File: config.mk
export PLATFORM = sky130hd
export DESIGN_NAME = ndiv_slide_ctrl
export DESIGN_NICKNAME = d
export VERILOG_FILES = /design/src/rtl/ndiv_slide_ctrl.sv
export SDC_FILE = /design/constraint.sdc
export NUM_CORES = 1
export LEC_CHECK = 0
export ABC_AREA = 1
export CAP_MARGIN = 40
export CORE_AREA = 2 2 106 108
export CTS_BUF_LIST = sky130_fd_sc_hd__clkbuf_16
export CTS_CLUSTER_DIAMETER = 60
export CTS_CLUSTER_SIZE = 8
export DETAILED_ROUTE_END_ITERATION = 8
export DIE_AREA = 0 0 108 110
export GPL_TIMING_DRIVEN = 0
export PLACE_DENSITY = 0.53
export SYNTH_ARGS = -nofsm -noshare
export SYNTH_HDL_FRONTEND = slang
export SYNTH_SLANG_ARGS = --single-unit
File: constraint.sdc
create_clock -name clk -period 2.9 [get_ports clk]
set_clock_uncertainty 0.2 [all_clocks]
set_input_delay 0.58 -clock clk [delete_from_list [all_inputs] [get_ports clk]]
set_output_delay 0.58 -clock clk [all_outputs]
set_load 0.03 [all_outputs]
File: src/rtl/ndiv_slide_ctrl.sv
module ndiv_slide_ctrl #(
  parameter int unsigned TICK_DIV = 100,
  parameter int unsigned POLL_MAX = 500,
  parameter int unsigned WORD_W   = 32,
  parameter int unsigned N_LSB    = 8,
  parameter int unsigned N_W      = 8,
  parameter int unsigned STEP_W   = 8,
  parameter logic [STEP_W-1:0] STEP_A = 'h2B,
  parameter logic [STEP_W-1:0] STEP_B = 'h0B
) (
  input  logic              clk,
  input  logic              rst_n,
  input  logic              start,
  input  logic [N_W-1:0]    req_n,
  input  logic [WORD_W-1:0] coeff_cur,
  input  logic              ramp_done_raw,
  output logic              coeff_we,
  output logic [WORD_W-1:0] coeff_wdata,
  output logic [STEP_W-1:0] step_a,
  output logic [STEP_W-1:0] step_b,
  output logic              slowdown,
  output logic              ramp_en,
  output logic              busy,
  output logic              done,
  output logic              timeout
);

  localparam int CNT_W = (TICK_DIV > 1) ? $clog2(TICK_DIV) : 1;
  localparam int SMP_W = (POLL_MAX > 1) ? $clog2(POLL_MAX) : 1;
  localparam logic [CNT_W-1:0] TICK_LAST = CNT_W'(TICK_DIV - 1);
  localparam logic [SMP_W-1:0] SMP_LAST  = SMP_W'(POLL_MAX - 1);

  typedef enum logic [2:0] {
    S_IDLE, S_STEP, S_SLOW, S_GAPN, S_GAPR, S_POLL, S_EXIT
  } state_t;

  state_t            state;
  logic [CNT_W-1:0]  us_cnt;
  logic [SMP_W-1:0]  n_smp;
  logic [N_W-1:0]    n_q;
  logic [1:0]        sync_q;
  logic              ok_q;
  logic              tick;
  logic              waiting;
  logic              flag_s;
  logic [WORD_W-1:0] merged;

  assign busy    = (state != S_IDLE);
  assign tick    = (us_cnt == TICK_LAST);
  assign waiting = (state == S_GAPN) || (state == S_GAPR) || (state == S_POLL);
  assign flag_s  = sync_q[1];

  always_comb begin
    merged = coeff_cur;
    merged[N_LSB +: N_W] = n_q;
  end

  always_ff @(posedge clk or negedge rst_n) begin
    if (!rst_n) sync_q <= '0;
    else        sync_q <= {sync_q[0], ramp_done_raw};
  end

  always_ff @(posedge clk or negedge rst_n) begin
    if (!rst_n)       us_cnt <= '0;
    else if (!waiting || tick) us_cnt <= '0;
    else              us_cnt <= us_cnt + 1'b1;
  end

  always_ff @(posedge clk or negedge rst_n) begin
    if (!rst_n) begin
      state       <= S_IDLE;
      n_q         <= '0;
      n_smp       <= '0;
      ok_q        <= 1'b0;
      coeff_we    <= 1'b0;
      coeff_wdata <= '0;
      step_a      <= '0;
      step_b      <= '0;
      slowdown    <= 1'b0;
      ramp_en     <= 1'b0;
      done        <= 1'b0;
      timeout     <= 1'b0;
    end else begin
      coeff_we <= 1'b0;
      done     <= 1'b0;
      timeout  <= 1'b0;
      case (state)
        S_IDLE: begin
          if (start) begin
            if (req_n == coeff_cur[N_LSB +: N_W]) begin
              done <= 1'b1;
            end else begin
              n_q   <= req_n;
              state <= S_STEP;
            end
          end
        end
        S_STEP: begin
          step_a <= STEP_A;
          step_b <= STEP_B;
          state  <= S_SLOW;
        end
        S_SLOW: begin
          slowdown <= 1'b1;
          state    <= S_GAPN;
        end
        S_GAPN: begin
          if (tick) begin
            coeff_we    <= 1'b1;
            coeff_wdata <= merged;
            state       <= S_GAPR;
          end
        end
        S_GAPR: begin
          if (tick) begin
            ramp_en <= 1'b1;
            n_smp   <= '0;
            state   <= S_POLL;
          end
        end
        S_POLL: begin
          if (tick) begin
            if (flag_s) begin
              ok_q  <= 1'b1;
              state <= S_EXIT;
            end else if (n_smp == SMP_LAST) begin
              ok_q  <= 1'b0;
              state <= S_EXIT;
            end else begin
              n_smp <= n_smp + 1'b1;
            end
          end
        end
        S_EXIT: begin
          slowdown <= 1'b0;
          ramp_en  <= 1'b0;
          done     <= ok_q;
          timeout  <= ~ok_q;
          state    <= S_IDLE;
        end
        default: state <= S_IDLE;
      endcase
    end
  end

endmodule

==> results.cfg <==
[detailed_routing]
wl_per_cell_um = 11.27
ant_nets = 0
drcViolationCount = 0
drt-total-wl_mm = 7.091
vias = 2612
viasPerCell = 4.153
drtIter0Drc = 145
dr.pass1.iters = 4

[synth]
netlist_top_cells_area = dfrtp_1 54%, nand2_1 19%, buf_4 3.8%, nor2_1 2.8%, inv_1 2.6%
synth_top_area_share_pct = 53.69
synth_cell_types = 29
ys_ff_latch = 68
avgSynthCellArea_um2 = 8.451
syn-cell-area_um2 = 3169
yosysTopAreaCell = dfrtp_1
yosys_warnings = 0
synth-seq-area-share_pct = 53.69
syn_inst = 375

[floorplan]
io_pins = 98
start_util_pct = 29.63
core-area_um2 = 10700
die-height_um = 110
rows = 38
dieWidth_um = 108
die_area_um2 = 11880

[finish]
area_growth_pct = 45.60
diodes = 0
final_common_cell = nand2_1
final_cell_mix = 162 x nand2_1, 87 x clkdlybuf4s50_1, 68 x dfrtp_1, 24 x nor2_1, 22 x inv_1
drive_above_1_share_pct = 12.68
utilization_pct = 43.13
finalNetCount = 530

[job]
maxCapViolCount = 0

[sta]
finalSetupTns_ns = 0
worst_slack_ns = 0.3517
setup_viol_count_final = 0
hold_viol = 0
drv_slew = 0
fin_crit_sh_pct = 87.87
fmax_mhz = 392.4
finalCriticalPeriod_ns = 2.548
whs_ns = 0.1460
rsz0062_at_grt = no

[pwr]
p_per_area_nw_per_um2 = 487.7
power.leakage_nw = 2.238
ir_worst_vdd_uv = 264.4
total_power_mw = 2.250

[clock_tree]
clk_path_buf_depth = 2
cts-root-buf = clkbuf_16
cts.sinks = 68
h-tree-depth = 3
cts_resized = 0
cts_setup_buffers = 0
cts_inserted_buffers = 9
cts_tree = yes
clkLatencyLatePin_ns = 0.33
clk_pin_slew_worst_paths_ns = 0.05

[worst_setup_path]
critPathKind = reg2out
endpoint_kind = output pin
start_kind = flop
critPathArrivalTime_ns = 1.77
crit_fanout = 7
worst_ep_required_time_ns = 2.12

[run_status]
status = completed

[global_route]
grt_pass1_vias = 2552
overflow = 0
antenna_found_initial = 0
track_usage_pct = 13.06
grt_pass1_wl_mm = 12.14
grt_start_max_net_pins = 65

[place]
place_hpwl_mm = 5.233
port_buffers = 88
dp_slack_ns = 0.5829
gp_congestion = 0.7951

[worst_hold_path]
hold_path.class = reg2reg
metal layers:
metal | wire (um) | GRT usage [%] | part of all wire (%)
met5 | 0 | 0 | 0
met3 | 405 | 3.233 | 5.7
met4 | 116 | 6.044 | 1.6
met2 | 3334 | 21.47 | 47
met1 | 3234 | 16.22 | 46
area by class of cell:
type / count / area (um2)
Buffer: 23 / 161.4
Clock buffer: 9 / 225.2
Clock inverter: 7 / 98.84
Fill cell: 1091 / 6083
Inverter: 30 / 112.6
Multi-Input combinational cell: 262 / 1224
Sequential cell: 68 / 1702
Tap cell: 140 / 175.2
Timing Repair Buffer: 90 / 915.9
logic make-up (layout without fill, tap and decap cells):
| group | count (synthesis) | in the layout | synth area share, % |
|---|---|---|---|
| XOR/XNOR | 10 | 10 | 2.764 |
| AND/OR/NAND/NOR | 220 | 220 | 30.12 |
| buffers and inverters | 53 | 159 | 8.646 |
| other | 1 | 9 | 0.1183 |
| flip-flops | 68 | 68 | 53.69 |
| adder cells (fa/ha/maj) | 2 | 2 | 0.7895 |
| AO/OA/AOI/OAI | 21 | 21 | 3.869 |
worst paths after layout:
| check | cells after the start | endpoint | slack [ns] | from |
|---|---|---|---|---|
| worst max-delay path | 3 | busy | 0.35 | state[2]$_DFFE_PN0P_ |
| worst min-delay path | 0 | sync_q[1]$_DFF_PN0_ | 0.15 | sync_q[0]$_DFF_PN0_ |
| worst max register to register | 8 | n_smp[6]$_DFFE_PN0P_ | 1.11 | us_cnt[0]$_DFF_PN0_ |
| worst min register to register | 0 | sync_q[1]$_DFF_PN0_ | 0.15 | sync_q[0]$_DFF_PN0_ |
| max in group asynchronous | 3 | n_smp[4]$_DFFE_PN0P_ | 1.59 | rst_n |
| min in group asynchronous | 2 | coeff_wdata[16]$_DFFE_PN0P_ | 0.41 | rst_n |
Yosys cell counts (all sizes together):
library cell / instances
a21oi: 6
nand3b: 1
o21bai: 1
buf: 23
dfrtp: 68
nand4: 5
xnor2: 8
nor2: 25
xor2: 2
conb: 1
ha: 2
nor3b: 2
nor3: 3
o21ai: 14
nand2: 163
nand3: 19
and3: 1
inv: 30
or2: 1
sequential cells by signal (all words and copies together) (netlist names):
| register | flops |
|---|---|
| n_q | 8 |
| coeff_wdata | 32 |
| sync_q | 2 |
| timeout | 1 |
| ramp_en | 1 |
| done | 1 |
| n_smp | 9 |
| slowdown | 1 |
| coeff_we | 1 |
| us_cnt | 7 |
| ok_q | 1 |
| step_b | 1 |
| state | 3 |
per-stage QoR:
stage	cell area (um2)	std cells
after floorplan	3199	383
after global placement	4255	611
after detailed placement	4280	612
after CTS	4614	629
after global routing	4614	629
final	4614	629
power breakdown:
part	total (mW)	leakage, nW	switching, mW	internal, mW
clock	1.17	0.156	0.413	0.758
sequential	0.951	0.795	0.000277	0.951
combinational	0.129	1.29	0.0570	0.0716
total	2.25	2.24	0.471	1.78
worst max-delay path, cell delays in order (launching register included):
cell and delay (ns):
dfrtp_1 0.50, inv_2 0.13, nand2_2 0.12, clkdlybuf4s50_1 0.69
what timing repair did:
| action | in CTS | in global routing |
|---|---|---|
| hold endpoints to repair | 4 | 0 |
| hold buffers | 1 | 0 |
| endpoints found under the setup margin | 0 | 0 |
No activity file was read; power rests on OpenSTA's default activity.
